--- src/rtl/flash_cmd_pkg.sv ---
package flash_cmd_pkg;
  localparam logic [7:0] CODE_PROG    = 8'h10;
  localparam logic [7:0] CODE_SERASE  = 8'h20;
  localparam logic [7:0] CODE_CERASE  = 8'h30;
  localparam logic [7:0] CODE_CONFIRM = 8'hD0;
  localparam logic [7:0] CODE_ABORT   = 8'hFF;
  localparam logic [7:0] CODE_IDENT   = 8'h90;

  typedef enum logic [2:0] {
    CMD_OTHER, CMD_PROG, CMD_SERASE, CMD_CERASE, CMD_CONFIRM, CMD_ABORT, CMD_IDENT
  } cmd_e;

  typedef enum logic [2:0] {
    MODE_READ, MODE_IDENT, MODE_PROG_SU, MODE_SERASE_SU, MODE_CERASE_SU
  } mode_e;

  typedef enum logic [1:0] {
    OP_NONE, OP_PROG, OP_SERASE, OP_CERASE
  } op_e;

  typedef enum logic [1:0] {
    RD_ARRAY = 2'd0, RD_IDENT = 2'd1, RD_STATUS = 2'd2
  } rd_src_e;
endpackage

--- src/rtl/flash_cmd_decode.sv ---
module flash_cmd_decode
  import flash_cmd_pkg::*;
#(
  parameter int DATA_W = 8
) (
  input  logic [DATA_W-1:0] data_i,
  output cmd_e              cmd_o
);
  always_comb begin
    unique case (data_i[7:0])
      CODE_PROG:    cmd_o = CMD_PROG;
      CODE_SERASE:  cmd_o = CMD_SERASE;
      CODE_CERASE:  cmd_o = CMD_CERASE;
      CODE_CONFIRM: cmd_o = CMD_CONFIRM;
      CODE_ABORT:   cmd_o = CMD_ABORT;
      CODE_IDENT:   cmd_o = CMD_IDENT;
      default:      cmd_o = CMD_OTHER;
    endcase
  end
endmodule

--- src/rtl/flash_cmd_fsm.sv ---
module flash_cmd_fsm
  import flash_cmd_pkg::*;
(
  input  logic  clk_i,
  input  logic  rst_ni,
  input  logic  wr_valid_i,
  input  logic  busy_i,
  input  logic  protect_i,
  input  cmd_e  cmd_i,
  output mode_e mode_o,
  output op_e   fire_o
);
  mode_e mode_q, mode_d;
  logic  accept;

  assign accept = wr_valid_i & ~busy_i;

  always_comb begin
    mode_d = mode_q;
    fire_o = OP_NONE;
    if (accept) begin
      unique case (mode_q)
        MODE_READ, MODE_IDENT: begin
          unique case (cmd_i)
            CMD_ABORT:  mode_d = MODE_READ;
            CMD_IDENT:  mode_d = MODE_IDENT;
            CMD_PROG:   if (!protect_i) mode_d = MODE_PROG_SU;
            CMD_SERASE: if (!protect_i) mode_d = MODE_SERASE_SU;
            CMD_CERASE: if (!protect_i) mode_d = MODE_CERASE_SU;
            default:    mode_d = mode_q;
          endcase
        end
        MODE_PROG_SU: begin
          mode_d = MODE_READ;
          if (cmd_i != CMD_ABORT && !protect_i) fire_o = OP_PROG;
        end
        MODE_SERASE_SU: begin
          mode_d = MODE_READ;
          if (cmd_i == CMD_CONFIRM && !protect_i) fire_o = OP_SERASE;
        end
        MODE_CERASE_SU: begin
          mode_d = MODE_READ;
          if (cmd_i == CMD_CERASE && !protect_i) fire_o = OP_CERASE;
        end
        default: mode_d = MODE_READ;
      endcase
    end
  end

  always_ff @(posedge clk_i or negedge rst_ni) begin
    if (!rst_ni) mode_q <= MODE_READ;
    else         mode_q <= mode_d;
  end

  assign mode_o = mode_q;

  // command state frozen while the timer is busy
  assert_busy_holds_state_R9: assert property (@(posedge clk_i) disable iff (!rst_ni)
    busy_i |=> $stable(mode_q));
  // any accepted write in a setup state leaves setup
  assert_setup_single_write_R6: assert property (@(posedge clk_i) disable iff (!rst_ni)
    (accept && mode_q inside {MODE_PROG_SU, MODE_SERASE_SU, MODE_CERASE_SU})
    |=> mode_q == MODE_READ);
endmodule

--- src/rtl/flash_op_issue.sv ---
module flash_op_issue
  import flash_cmd_pkg::*;
#(
  parameter int ADDR_W = 19,
  parameter int DATA_W = 8,
  parameter int SECT_OFS_W = 8
) (
  input  logic              clk_i,
  input  logic              rst_ni,
  input  op_e               fire_i,
  input  logic [ADDR_W-1:0] addr_i,
  input  logic [DATA_W-1:0] data_i,
  output logic              start_prog_o,
  output logic              start_sector_erase_o,
  output logic              start_chip_erase_o,
  output logic [ADDR_W-1:0] op_addr_o,
  output logic [DATA_W-1:0] op_data_o
);
  localparam int SECT_W = ADDR_W - SECT_OFS_W;
  localparam logic [DATA_W-1:0] ERASED = {DATA_W{1'b1}};

  logic [ADDR_W-1:0] sect_base;
  assign sect_base = {addr_i[ADDR_W-1 -: SECT_W], {SECT_OFS_W{1'b0}}};

  always_ff @(posedge clk_i or negedge rst_ni) begin
    if (!rst_ni) begin
      start_prog_o         <= 1'b0;
      start_sector_erase_o <= 1'b0;
      start_chip_erase_o   <= 1'b0;
      op_addr_o            <= '0;
      op_data_o            <= '0;
    end else begin
      start_prog_o         <= (fire_i == OP_PROG);
      start_sector_erase_o <= (fire_i == OP_SERASE);
      start_chip_erase_o   <= (fire_i == OP_CERASE);
      unique case (fire_i)
        OP_PROG:   begin op_addr_o <= addr_i;    op_data_o <= data_i; end
        OP_SERASE: begin op_addr_o <= sect_base; op_data_o <= ERASED; end
        OP_CERASE: begin op_addr_o <= '0;        op_data_o <= ERASED; end
        default: ;
      endcase
    end
  end

  assert_sector_aligned_R3: assert property (@(posedge clk_i) disable iff (!rst_ni)
    start_sector_erase_o |-> op_addr_o[SECT_OFS_W-1:0] == '0);
  assert_chip_addr_zero_R4: assert property (@(posedge clk_i) disable iff (!rst_ni)
    start_chip_erase_o |-> (op_addr_o == '0 && op_data_o == ERASED));
endmodule

--- src/rtl/flash_cmd_seq.sv ---
module flash_cmd_seq
  import flash_cmd_pkg::*;
#(
  parameter int ADDR_W = 19,
  parameter int DATA_W = 8,
  parameter int SECT_OFS_W = 8
) (
  input  logic              clk_i,
  input  logic              rst_ni,
  input  logic              wr_valid_i,
  input  logic [ADDR_W-1:0] wr_addr_i,
  input  logic [DATA_W-1:0] wr_data_i,
  input  logic              protect_i,
  input  logic              busy_i,
  output logic              start_prog_o,
  output logic              start_sector_erase_o,
  output logic              start_chip_erase_o,
  output logic [ADDR_W-1:0] op_addr_o,
  output logic [DATA_W-1:0] op_data_o,
  output logic [1:0]        rd_sel_o
);
  cmd_e  cmd;
  mode_e mode;
  op_e   fire;

  flash_cmd_decode #(.DATA_W(DATA_W)) u_decode (
    .data_i (wr_data_i),
    .cmd_o  (cmd)
  );

  flash_cmd_fsm u_fsm (
    .clk_i      (clk_i),
    .rst_ni     (rst_ni),
    .wr_valid_i (wr_valid_i),
    .busy_i     (busy_i),
    .protect_i  (protect_i),
    .cmd_i      (cmd),
    .mode_o     (mode),
    .fire_o     (fire)
  );

  flash_op_issue #(.ADDR_W(ADDR_W), .DATA_W(DATA_W), .SECT_OFS_W(SECT_OFS_W)) u_issue (
    .clk_i                (clk_i),
    .rst_ni               (rst_ni),
    .fire_i               (fire),
    .addr_i               (wr_addr_i),
    .data_i               (wr_data_i),
    .start_prog_o         (start_prog_o),
    .start_sector_erase_o (start_sector_erase_o),
    .start_chip_erase_o   (start_chip_erase_o),
    .op_addr_o            (op_addr_o),
    .op_data_o            (op_data_o)
  );

  always_comb begin
    if (busy_i)                 rd_sel_o = RD_STATUS;
    else if (mode == MODE_IDENT) rd_sel_o = RD_IDENT;
    else                        rd_sel_o = RD_ARRAY;
  end

  logic any_start;
  assign any_start = start_prog_o | start_sector_erase_o | start_chip_erase_o;

  assert_one_start_R10: assert property (@(posedge clk_i) disable iff (!rst_ni)
    $onehot0({start_prog_o, start_sector_erase_o, start_chip_erase_o}));
  assert_start_single_cycle_R10: assert property (@(posedge clk_i) disable iff (!rst_ni)
    any_start |=> !any_start);
  assert_protect_blocks_R8: assert property (@(posedge clk_i) disable iff (!rst_ni)
    protect_i |=> !any_start);
  assert_busy_blocks_R9: assert property (@(posedge clk_i) disable iff (!rst_ni)
    busy_i |=> !any_start);
  assert_start_needs_write_R2: assert property (@(posedge clk_i) disable iff (!rst_ni)
    !wr_valid_i |=> !any_start);
endmodule

--- config.mk ---
export PLATFORM = sky130hd
export DESIGN_NAME = flash_cmd_seq
export DESIGN_NICKNAME = d
export VERILOG_FILES = /design/src/rtl/flash_cmd_pkg.sv /design/src/rtl/flash_cmd_decode.sv /design/src/rtl/flash_cmd_fsm.sv /design/src/rtl/flash_op_issue.sv /design/src/rtl/flash_cmd_seq.sv
export SDC_FILE = /design/constraint.sdc
export NUM_CORES = 1
export LEC_CHECK = 0
export CAP_MARGIN = 25
export CORE_UTILIZATION = 65
export DETAILED_ROUTE_END_ITERATION = 8
export DONT_BUFFER_PORTS = 1
export GPL_TIMING_DRIVEN = 1
export PLACE_DENSITY = 0.88
export SLEW_MARGIN = 20
export SYNTH_ARGS = -nofsm -noshare
export SYNTH_HDL_FRONTEND = slang
export SYNTH_SLANG_ARGS = --single-unit
--- constraint.sdc ---
create_clock -name clk_i -period 2.8 [get_ports clk_i]
set_input_delay 0.14 -clock clk_i [delete_from_list [all_inputs] [get_ports clk_i]]
set_output_delay 0.14 -clock clk_i [all_outputs]
set_load 0.01 [all_outputs]
==> run metrics, run 1 <==
sequential area share after synthesis=0.594; final period utilization=0.662; reg2reg setup slack=0.95 ns; number of max-slew violations in the final report=0; total grt overflow=0; number of diodes=0; WS Path Type=reg -> reg; Initial Util=0.701; number of routed nets with antenna violations=0; synthesized area=0.00139 mm2; clk root buf=clkbuf_4; Period minus WS final=1.85 ns; Worst Path Max Fanout=19; Die ar.=0.00233 mm2; clk_skew=0.00858 ns; core area=0.00198 mm2; Max clock buf depth=2; Worst VDD drop=405 uV; Yosys reg bits=33; Cell Int Power=0.000627 W; sequential share of power=0.607; post-synth net total=144; Yosys top cell area share=0.594; clock power share=0.307; slew at the pin closest to its max-slew limit=0.726 ns; std cell rows=16; synthesized instance count=112; Max Fclk=0.539 GHz; GRT Overall Usage=0.366; leading area contributor after synthesis=dfrtp_1; global-route wire length before repair=5.29 mm; die width=48.2 um; vias in the first global route=1,075; Yosys warning total=0; number of port buffers=0; clock sinks=33; NetSw=0.000202 W; RePlAce Congestion=0.895; final WL=3.66 mm; Detail Placement HPWL=2.01 mm; commonest register cell after synthesis=dfrtp_1; # setup viols final=0; switching share of power=0.243; vias per cell=6.63; status=complete, no violations; DRT iter0 DRCs=40; most common cell after layout, fill and taps aside=dfrtp_1; max-cap viol count=0; CP arrival=2.08 ns; Fill cells=78; clk_lat worst skew=0.34 ns; proportion of layout cells with a drive suffix above 1=0.109; largest net degree at the start of global routing=34; Distinct cells, synth=32; antenna violations before repair=0; Tot Pwr=0.000828 W; Req. time, crit path=3.03 ns; Critical Path Start Type=register; CTS tree=yes; H-tree levels=2; Hold WC Path Type=in -> reg; most frequent cells in the layout=dfrtp_1 (33), dlygate4sd3_1 (29), a22o_1 (19); I/O Pins=64; DRC=0; nets@finish=178; DR pass1 iterations=4; drt wl/cell=21.0 um; sum of negative setup slack=0 ns; number of flops mapped to enable cells by yosys=0; unrepaired setup endpoints after global routing=no; syn avg cell area=12.4 um2; critical path capture point type=register; Via Count=1,154; Area Growth Syn to Fin=27.0%; Final Hold Viols=0; Async SR Flop Fraction=1.00; TritonCTS buffer count=5; Power per Cell Area=469 mW/mm2; Comb power frac=0.086; Clock Pin Slew Worst Setup and Hold Paths=0.10 ns; LEAKAGE=0.787 nW; Die Y=48.2 um; Synth area leaders=dfrtp_1 (59%), a22o_1 (12%), o22a_1 (5.0%), nand2b_1 (3.2%), nand2_1 (1.6%); Rel. slew slack=0.516; Final Core Density=0.891
[power by group through the flow]
stage,clock (W),combinational (W),sequential [W]
after floorplan,0,0.0000211,0.000509
after global placement,0,0.0000214,0.000511
after detailed placement,0,0.0000230,0.000511
after CTS,0.000254,0.0000691,0.000502
after global routing,0.000281,0.0000772,0.000504
final,0.000254,0.0000713,0.000503
[flip-flops by register name, indices dropped and copies added, names as in the netlist]
register / cells
u_issue.op_addr_o: 19
u_issue.start_prog_o: 1
u_issue.start_chip_erase_o: 1
u_issue.start_sector_erase_o: 1
u_issue.op_data_o: 8
u_fsm.mode_o: 3
[synth_stat cells, types with 4 or more instances]
cell,count
nand2_1,6
o22a_1,8
o21ai_0,4
nor2_1,4
a22o_1,19
nand2b_1,7
dfrtp_1,33
[routing by layer]
layer | track usage | up-vias | share of wire
met2 | 0.573 | 66 | 0.51
li1 | - | 497 | -
met3 | 0.152 | 12 | 0.075
met5 | 0 | - | 0
met1 | 0.438 | 579 | 0.39
met4 | 0.172 | 0 | 0.033
[final cells by class]
class	instances	area (um2)	share of cell area
Sequential cell	33	826	0.468
Multi-Input combinational cell	74	533	0.302
Timing Repair Buffer	31	318	0.180
Clock buffer	6	41.3	0.0234
Tap cell	27	33.8	0.0191
Clock inverter	2	10.0	0.00567
Inverter	1	3.75	0.00213
[cells by family after synthesis]
family                 share of synthesized area
AOI/OAI and AO/OA                          0.239
DFF                                        0.594
buffers and inverters                     0.0225
muxes                                     0.0153
and+or+nand+nor                            0.130
[path summary, 6_finish.rpt]
path / startpoint / to / depth (start not counted)
setup / recovery: u_fsm.mode_o[0]$_DFFE_PN0P_ / u_issue.op_addr_o[15]$_DFFE_PN0P_ / 5
hold / removal: busy_i / u_issue.start_chip_erase_o$_DFF_PN0_ / 2
setup reg to reg: u_fsm.mode_o[0]$_DFFE_PN0P_ / u_issue.op_addr_o[15]$_DFFE_PN0P_ / 5
hold reg to reg: u_fsm.mode_o[2]$_DFFE_PN0P_ / u_fsm.mode_o[2]$_DFFE_PN0P_ / 2
max in group asynchronous: rst_ni / u_fsm.mode_o[0]$_DFFE_PN0P_ / 2
min in group asynchronous: rst_ni / u_issue.op_addr_o[3]$_DFFE_PN0P_ / 2
[stage by stage]
stage | cells | hold slack [ns] | area, um2 | setup WS (ns)
final | 174 | 0.0307 | 1770 | 0.946
after global routing | 174 | 0.0143 | 1770 | 0.868
after CTS | 174 | 0.0226 | 1770 | 1.00
after detailed placement | 136 | -0.155 | 1400 | 0.693
after global placement | 136 | -0.155 | 1400 | 0.749
after floorplan | 112 | -0.156 | 1390 | 0.781
[what timing repair did]
item	in CTS	in global routing
gates resized for setup	0	0
hold buffers	30	0
hold endpoints to repair	62	0
setup buffers	0	0
[worst max-delay path, stage by stage (launching register included)]
cell	delay (ns)
dfrtp_1	0.45
nand2b_1	0.11
or4_4	0.44
a21oi_2	0.19
o21ai_2	0.23
a22o_1	0.32
No activity file was read; power rests on OpenSTA's default activity.
==> run 2, diff against run 1 <==
--- a/config.mk
+++ b/config.mk
@@ -6,11 +6,11 @@
 export NUM_CORES = 1
 export LEC_CHECK = 0
 export CAP_MARGIN = 25
-export CORE_UTILIZATION = 65
+export CORE_UTILIZATION = 54
 export DETAILED_ROUTE_END_ITERATION = 8
 export DONT_BUFFER_PORTS = 1
 export GPL_TIMING_DRIVEN = 1
-export PLACE_DENSITY = 0.88
+export PLACE_DENSITY = 0.79
 export SLEW_MARGIN = 20
 export SYNTH_ARGS = -nofsm -noshare
 export SYNTH_HDL_FRONTEND = slang
==> constraint.sdc (replaced) <==
create_clock -name clk_i -period 1.7 [get_ports clk_i]
set_input_delay 0.085 -clock clk_i [delete_from_list [all_inputs] [get_ports clk_i]]
set_output_delay 0.085 -clock clk_i [all_outputs]
set_load 0.01 [all_outputs]
==> run metrics, run 2 (synthesis results as in run 1) <==
number of max-slew violations in the final report=0 (unchanged); clock power share=0.392 (+0.085); Initial Util=0.566 (-0.135); Period minus WS final=1.67 ns (-0.182 ns); std cell rows=18 (+2); Max Fclk=0.598 GHz (+11%); vias in the first global route=1,150 (+7.0%); Area Growth Syn to Fin=43.8%; CP arrival=1.90 ns (-0.18 ns); slew at the pin closest to its max-slew limit=0.566 ns (-0.160 ns); final WL=3.80 mm (+3.9%); Comb power frac=0.080 (-0.006); Final Core Density=0.814 (-0.0763); most frequent cells in the layout=dfrtp_1 (33), dlygate4sd3_1 (32), a22o_1 (19); Final Hold Viols=0 (unchanged); DR pass1 iterations=4 (unchanged); sequential share of power=0.529 (-0.078); Power per Cell Area=782 mW/mm2 (+67%); die width=52.7 um (+9.3%); proportion of layout cells with a drive suffix above 1=0.209 (+0.0997); largest net degree at the start of global routing=34 (unchanged); Critical Path Start Type=register; TritonCTS buffer count=5 (unchanged); Design Area, Final=0.00200 mm2 (+13%); critical path capture point type=register; max-cap viol count=0 (unchanged); placed instance area=0.00148 mm2 (+5.6%); DRT iter0 DRCs=40 (unchanged); Via Count=1,196 (+3.6%); clk_lat worst skew=0.34 ns (about the same); clk_skew=0.00670 ns (-0.00188 ns); drt wl/cell=19.7 um (-6.3%); global-route wire length before repair=5.22 mm (-1.3%); CTS tree=yes; Max clock buf depth=2 (unchanged); switching share of power=0.213 (-0.0308); antenna violations before repair=0 (unchanged); core area=0.00245 mm2 (+24%); Rel. slew slack=0.617 (+0.101); Req. time, crit path=1.92 ns (-1.11 ns); # setup viols final=0 (unchanged); Detail Placement HPWL=2.08 mm (+3.3%); Die ar.=0.00278 mm2 (+19%); worst setup margin=0.0279 ns (-0.918 ns); pre-CTS WS=-0.128 ns (-0.821 ns); I/O Pins=64 (unchanged); GRT Overall Usage=0.281 (-0.0850); number of port buffers=0 (unchanged); Hold WC Path Type=in -> reg; Worst Path Max Fanout=4 (-15); Cell Int Power=0.00123 W (+97%); Worst VDD drop=681 uV (+68%); clk root buf=clkbuf_4; Final Non-Filler Cells=193 (+11%); H-tree levels=2 (unchanged); Largest register FFs=19 (unchanged); most common cell after layout, fill and taps aside=dfrtp_1; clock sinks=33 (unchanged); NetSw=0.000332 W (+65%); number of routed nets with antenna violations=0 (unchanged); Die Y=52.7 um (+9.3%); LEAKAGE=0.870 nW (+11%); final period utilization=0.984 (+0.322); number of diodes=0 (unchanged); total grt overflow=0 (unchanged); Cell Count Post-Placement=147 (+8.1%); sum of negative setup slack=0 ns (unchanged); vias per cell=6.20 (-6.6%); Clock Pin Slew Worst Setup and Hold Paths=0.10 ns (about the same); status=complete, no violations; DRC=0 (unchanged); RePlAce Congestion=0.971 (+8.5%); WS Path Type=reg -> reg; nets@finish=194 (+9.0%); most flop-heavy register=u_issue.op_addr_o
[run 2: cell count changes in the layout (fill, tap and decap cells not counted), sizes merged]
| cell | delta |
|---|---|
| o21ai | +2 |
| dlygate4sd3 | +3 |
| clkbuf | +1 |
| clkinv | -3 |
| clkinvlp | +1 |
| bufinv | +1 |
| buf | +11 |
[run 2: final cells by class]
cell class | count | area, um2
repair buffers | 45 | 438
multi-input cells | 76 | 606
well taps | 30 | 37.5
fillers | 135 | 455
inverters | 1 | 7.51
clock buffers | 7 | 55.1
flip-flops and latches | 33 | 826
clock inverters | 1 | 30.0
[run 2: power groups by stage]
stage | combinational [W] | clock, W | sequential (W)
4_1_cts | 0.000122 | 0.000626 | 0.000826
3_3_place_gp | 0.0000401 | 0 | 0.000841
3_5_place_dp | 0.0000419 | 0 | 0.000842
6_report | 0.000125 | 0.000612 | 0.000827
2_1_floorplan | 0.0000350 | 0 | 0.000838
5_1_grt | 0.000136 | 0.000662 | 0.000830
[run 2: what timing repair did]
action / in CTS / in global routing
hold buffers: 33 / 0
cloned: 0 / 2
setup buffers: 0 / 3
gates resized for setup: 0 / 13
pin swaps: 2 / 6
setup endpoints to repair: 27 / 29
endpoints found under the hold margin: 64 / 0
[run 2: path summary, 6_finish.rpt]
kind	startpoint	slack, ns	end	depth (start not counted)
setup / recovery	u_fsm.mode_o[2]$_DFFE_PN0P_	0.03	u_fsm.mode_o[0]$_DFFE_PN0P_	6
hold / removal	wr_data_i[5]	0.04	u_fsm.mode_o[1]$_DFFE_PN0P_	3
setup reg to reg	u_fsm.mode_o[2]$_DFFE_PN0P_	0.03	u_fsm.mode_o[0]$_DFFE_PN0P_	6
hold reg to reg	u_issue.op_addr_o[1]$_DFFE_PN0P_	0.58	u_issue.op_addr_o[1]$_DFFE_PN0P_	1
max in group asynchronous	rst_ni	1.34	u_issue.op_addr_o[14]$_DFFE_PN0P_	2
min in group asynchronous	rst_ni	0.18	u_issue.op_addr_o[5]$_DFFE_PN0P_	2
[run 2: metrics by stage]
step           power [W]  hold slack, ns
3_3_place_gp    0.000881          -0.210
6_report         0.00156          0.0442
5_1_grt          0.00163          0.0458
4_1_cts          0.00157          0.0198
3_5_place_dp    0.000884          -0.210
2_1_floorplan   0.000873          -0.211
[run 2: layer usage]
metal,wire length (um),global-route usage,up-vias
li1,-,-,529
met2,1990,0.468,75
met4,86,0.167,0
met5,0,0,-
met3,271,0.0841,8
met1,1450,0.313,584
[run 2: critical path, stage by stage (launching register included)]
cell      delay, ns
dfrtp_1        0.39
buf_4          0.14
nor2_1         0.13
o21ai_0        0.12
o21ai_1        0.22
o21bai_1       0.20
mux2_2         0.36
==> run 3, diff against run 2 <==
--- a/config.mk
+++ b/config.mk
@@ -11,6 +11,7 @@
 export DONT_BUFFER_PORTS = 1
 export GPL_TIMING_DRIVEN = 1
 export PLACE_DENSITY = 0.79
+export SETUP_SLACK_MARGIN = 0.4
 export SLEW_MARGIN = 20
 export SYNTH_ARGS = -nofsm -noshare
 export SYNTH_HDL_FRONTEND = slang
==> run metrics, run 3 (synthesis results as in run 1) <==
Hold WC Path Type=in -> reg; unrepaired setup endpoints after global routing=yes; number of routed nets with antenna violations=0 (unchanged); most frequent cells in the layout=dfrtp_1 (31), dlygate4sd3_1 (30), a22o_1 (19); final period utilization=1.01 (+0.0224); slew at the pin closest to its max-slew limit=0.389 ns (-0.176 ns); Crit path largest cell delay=0.47 ns (+0.08 ns); die width=52.7 um (unchanged); drt wl/cell=25.4 um (+29%); max-cap viol count=0 (unchanged); FF-to-FF path depth=6 (unchanged); failing checks=negative hold slack, negative setup slack; cell breakdown of the critical path=nand2b_1 -> or4_4 -> a21oi_4 -> buf_6 -> o21ai_4 -> a22o_1; Worst Path Max Fanout=5 (+1); DR pass1 iterations=4 (unchanged); std cell rows=18 (unchanged); Clock Pin Slew Worst Setup and Hold Paths=0.10 ns (about the same); clk_lat worst skew=0.35 ns (about the same); FF-to-FF End=u_issue.op_addr_o[17]$_DFFE_PN0P_; Area Growth Syn to Fin=59.3%; Worst VDD drop=884 uV (+30%); GRT Overall Usage=0.351 (+0.0700); vias in the first global route=1,384 (+20%); Detail Placement HPWL=2.09 mm (+0.30%); clock sinks=33 (unchanged); nets@finish=203 (+4.6%); Req. time, crit path=1.94 ns (+0.02 ns); most common cell after layout, fill and taps aside=dfrtp_1; DRT iter0 DRCs=70 (+75%); crit path from=u_fsm.mode_o[0]$_DFFE_PN0P_; Period minus WS final=1.71 ns (+0.0381 ns); Rel. slew slack=0.738 (+0.120); # setup viols final=3 (+3); Max Fclk=0.585 GHz (-2.2%); total grt overflow=0 (unchanged); worst setup margin=-0.0102 ns (-0.0381 ns); WS Path Type=reg -> reg; Die Y=52.7 um (unchanged); CTS tree=yes; Worst Setup EP=u_issue.op_addr_o[17]$_DFFE_PN0P_; status=complete, but fails checks; final WL=5.16 mm (+36%); Largest register FFs=19 (unchanged); DRC=0 (unchanged); TritonCTS buffer count=5 (unchanged); Design Area, Final=0.00221 mm2 (+11%); Final Hold Viols=1 (+1); number of port buffers=0 (unchanged); Worst R2R Start=u_fsm.mode_o[0]$_DFFE_PN0P_; number of max-slew violations in the final report=0 (unchanged); critical path capture point type=register; Power per Cell Area=720 mW/mm2 (-8.0%); CP arrival=1.95 ns (+0.05 ns); Fill cells=106 (-21%); Die ar.=0.00278 mm2 (unchanged); clk root buf=clkbuf_4; WHS=-0.00283 ns (-0.0470 ns); vias per cell=6.74 (+8.8%); clk_skew=0.00716 ns (+0.000459 ns); Critical Path Start Type=register; proportion of layout cells with a drive suffix above 1=0.343 (+0.134); CP max stage cell=or4_4; antenna violations before repair=0 (unchanged); core area=0.00245 mm2 (unchanged); Initial Util=0.566 (unchanged); cts hold-fix bufs=31 (-6.1%); largest net degree at the start of global routing=34 (unchanged); Multi-input gate area=721 um2 (+19%); Via Count=1,369 (+14%); global-route wire length before repair=6.63 mm (+27%); H-tree levels=2 (unchanged); pre-CTS WS=-0.118 ns (+0.00909 ns); most flop-heavy register=u_issue.op_addr_o; RePlAce Congestion=0.865 (-11%); LEAKAGE=0.951 nW (+9.3%); placed instance area=0.00149 mm2 (+0.51%); FF+latch area=828 um2 (+0.30%); I/O Pins=64 (unchanged); reg2reg setup slack=-0.01 ns (-0.04 ns); Max clock buf depth=2 (unchanged)
run 3: metal layers:
layer	vias up	GRT usage	wire, um
li1	554	-	-
met1	679	0.369	1910
met2	104	0.622	2610
met3	32	0.133	404
met4	0	0.136	229
met5	-	0	0
run 3: through the flow:
stage	total power, W	utilization	hold slack [ns]	instances	setup TNS [ns]
finish	0.00159	0.902	-0.00283	203	-0.0167
global route	0.00164	0.901	-0.0190	202	-0.0355
CTS	0.00156	0.856	0.00130	197	0
detailed placement	0.000886	0.607	-0.210	145	-2.78
global placement	0.000883	0.607	-0.210	145	-2.04
floorplan	0.000874	-	-0.211	112	-0.963
run 3: where the power goes:
part / internal, W / switching (W)
logic: 0.0000799 / 0.0000572
registers: 0.000804 / 0.0000246
clock network: 0.000351 / 0.000278
total: 0.00123 / 0.000360
run 3: cell type report:
class | count | share of cell area
tap | 30 | 0.0169
sequential | 33 | 0.374
inverter | 1 | 0.00734
timing repair buffer | 52 | 0.237
antenna | 1 | 0.00113
multi-input combinational | 78 | 0.325
clock inverter | 1 | 0.0136
clock buffer | 7 | 0.0249
run 3: worst max-delay path, delay by kind of cell (launching register included):
family | cells | cell delay (ns)
and+or+nand+nor | 2 | 0.57
AOI/OAI and AO/OA | 3 | 0.49
DFF | 1 | 0.38
buffers and inverters | 1 | 0.16
run 3: worst min path at each step:
stage          cells after the start    startpoint  slack, ns                                      to
2_1_floorplan                      0        rst_ni      -0.21             u_fsm.mode_o[0]$_DFFE_PN0P_
3_3_place_gp                       0        rst_ni      -0.21    u_issue.start_chip_erase_o$_DFF_PN0_
3_5_place_dp                       0        rst_ni      -0.21  u_issue.start_sector_erase_o$_DFF_PN0_
4_1_cts                            2     protect_i      0.001    u_issue.start_chip_erase_o$_DFF_PN0_
5_1_grt                            2     protect_i      -0.02    u_issue.start_chip_erase_o$_DFF_PN0_
6_report                           2  wr_data_i[6]     -0.003    u_issue.start_chip_erase_o$_DFF_PN0_
run 3: what timing repair did:
action | in CTS | in global routing
pin swaps | 35 | 10
endpoints found under the setup margin | 31 | 32
gates cloned | 4 | 0
gates resized for setup | 24 | 17
endpoints found under the hold margin | 63 | 1
setup buffers | 9 | 5
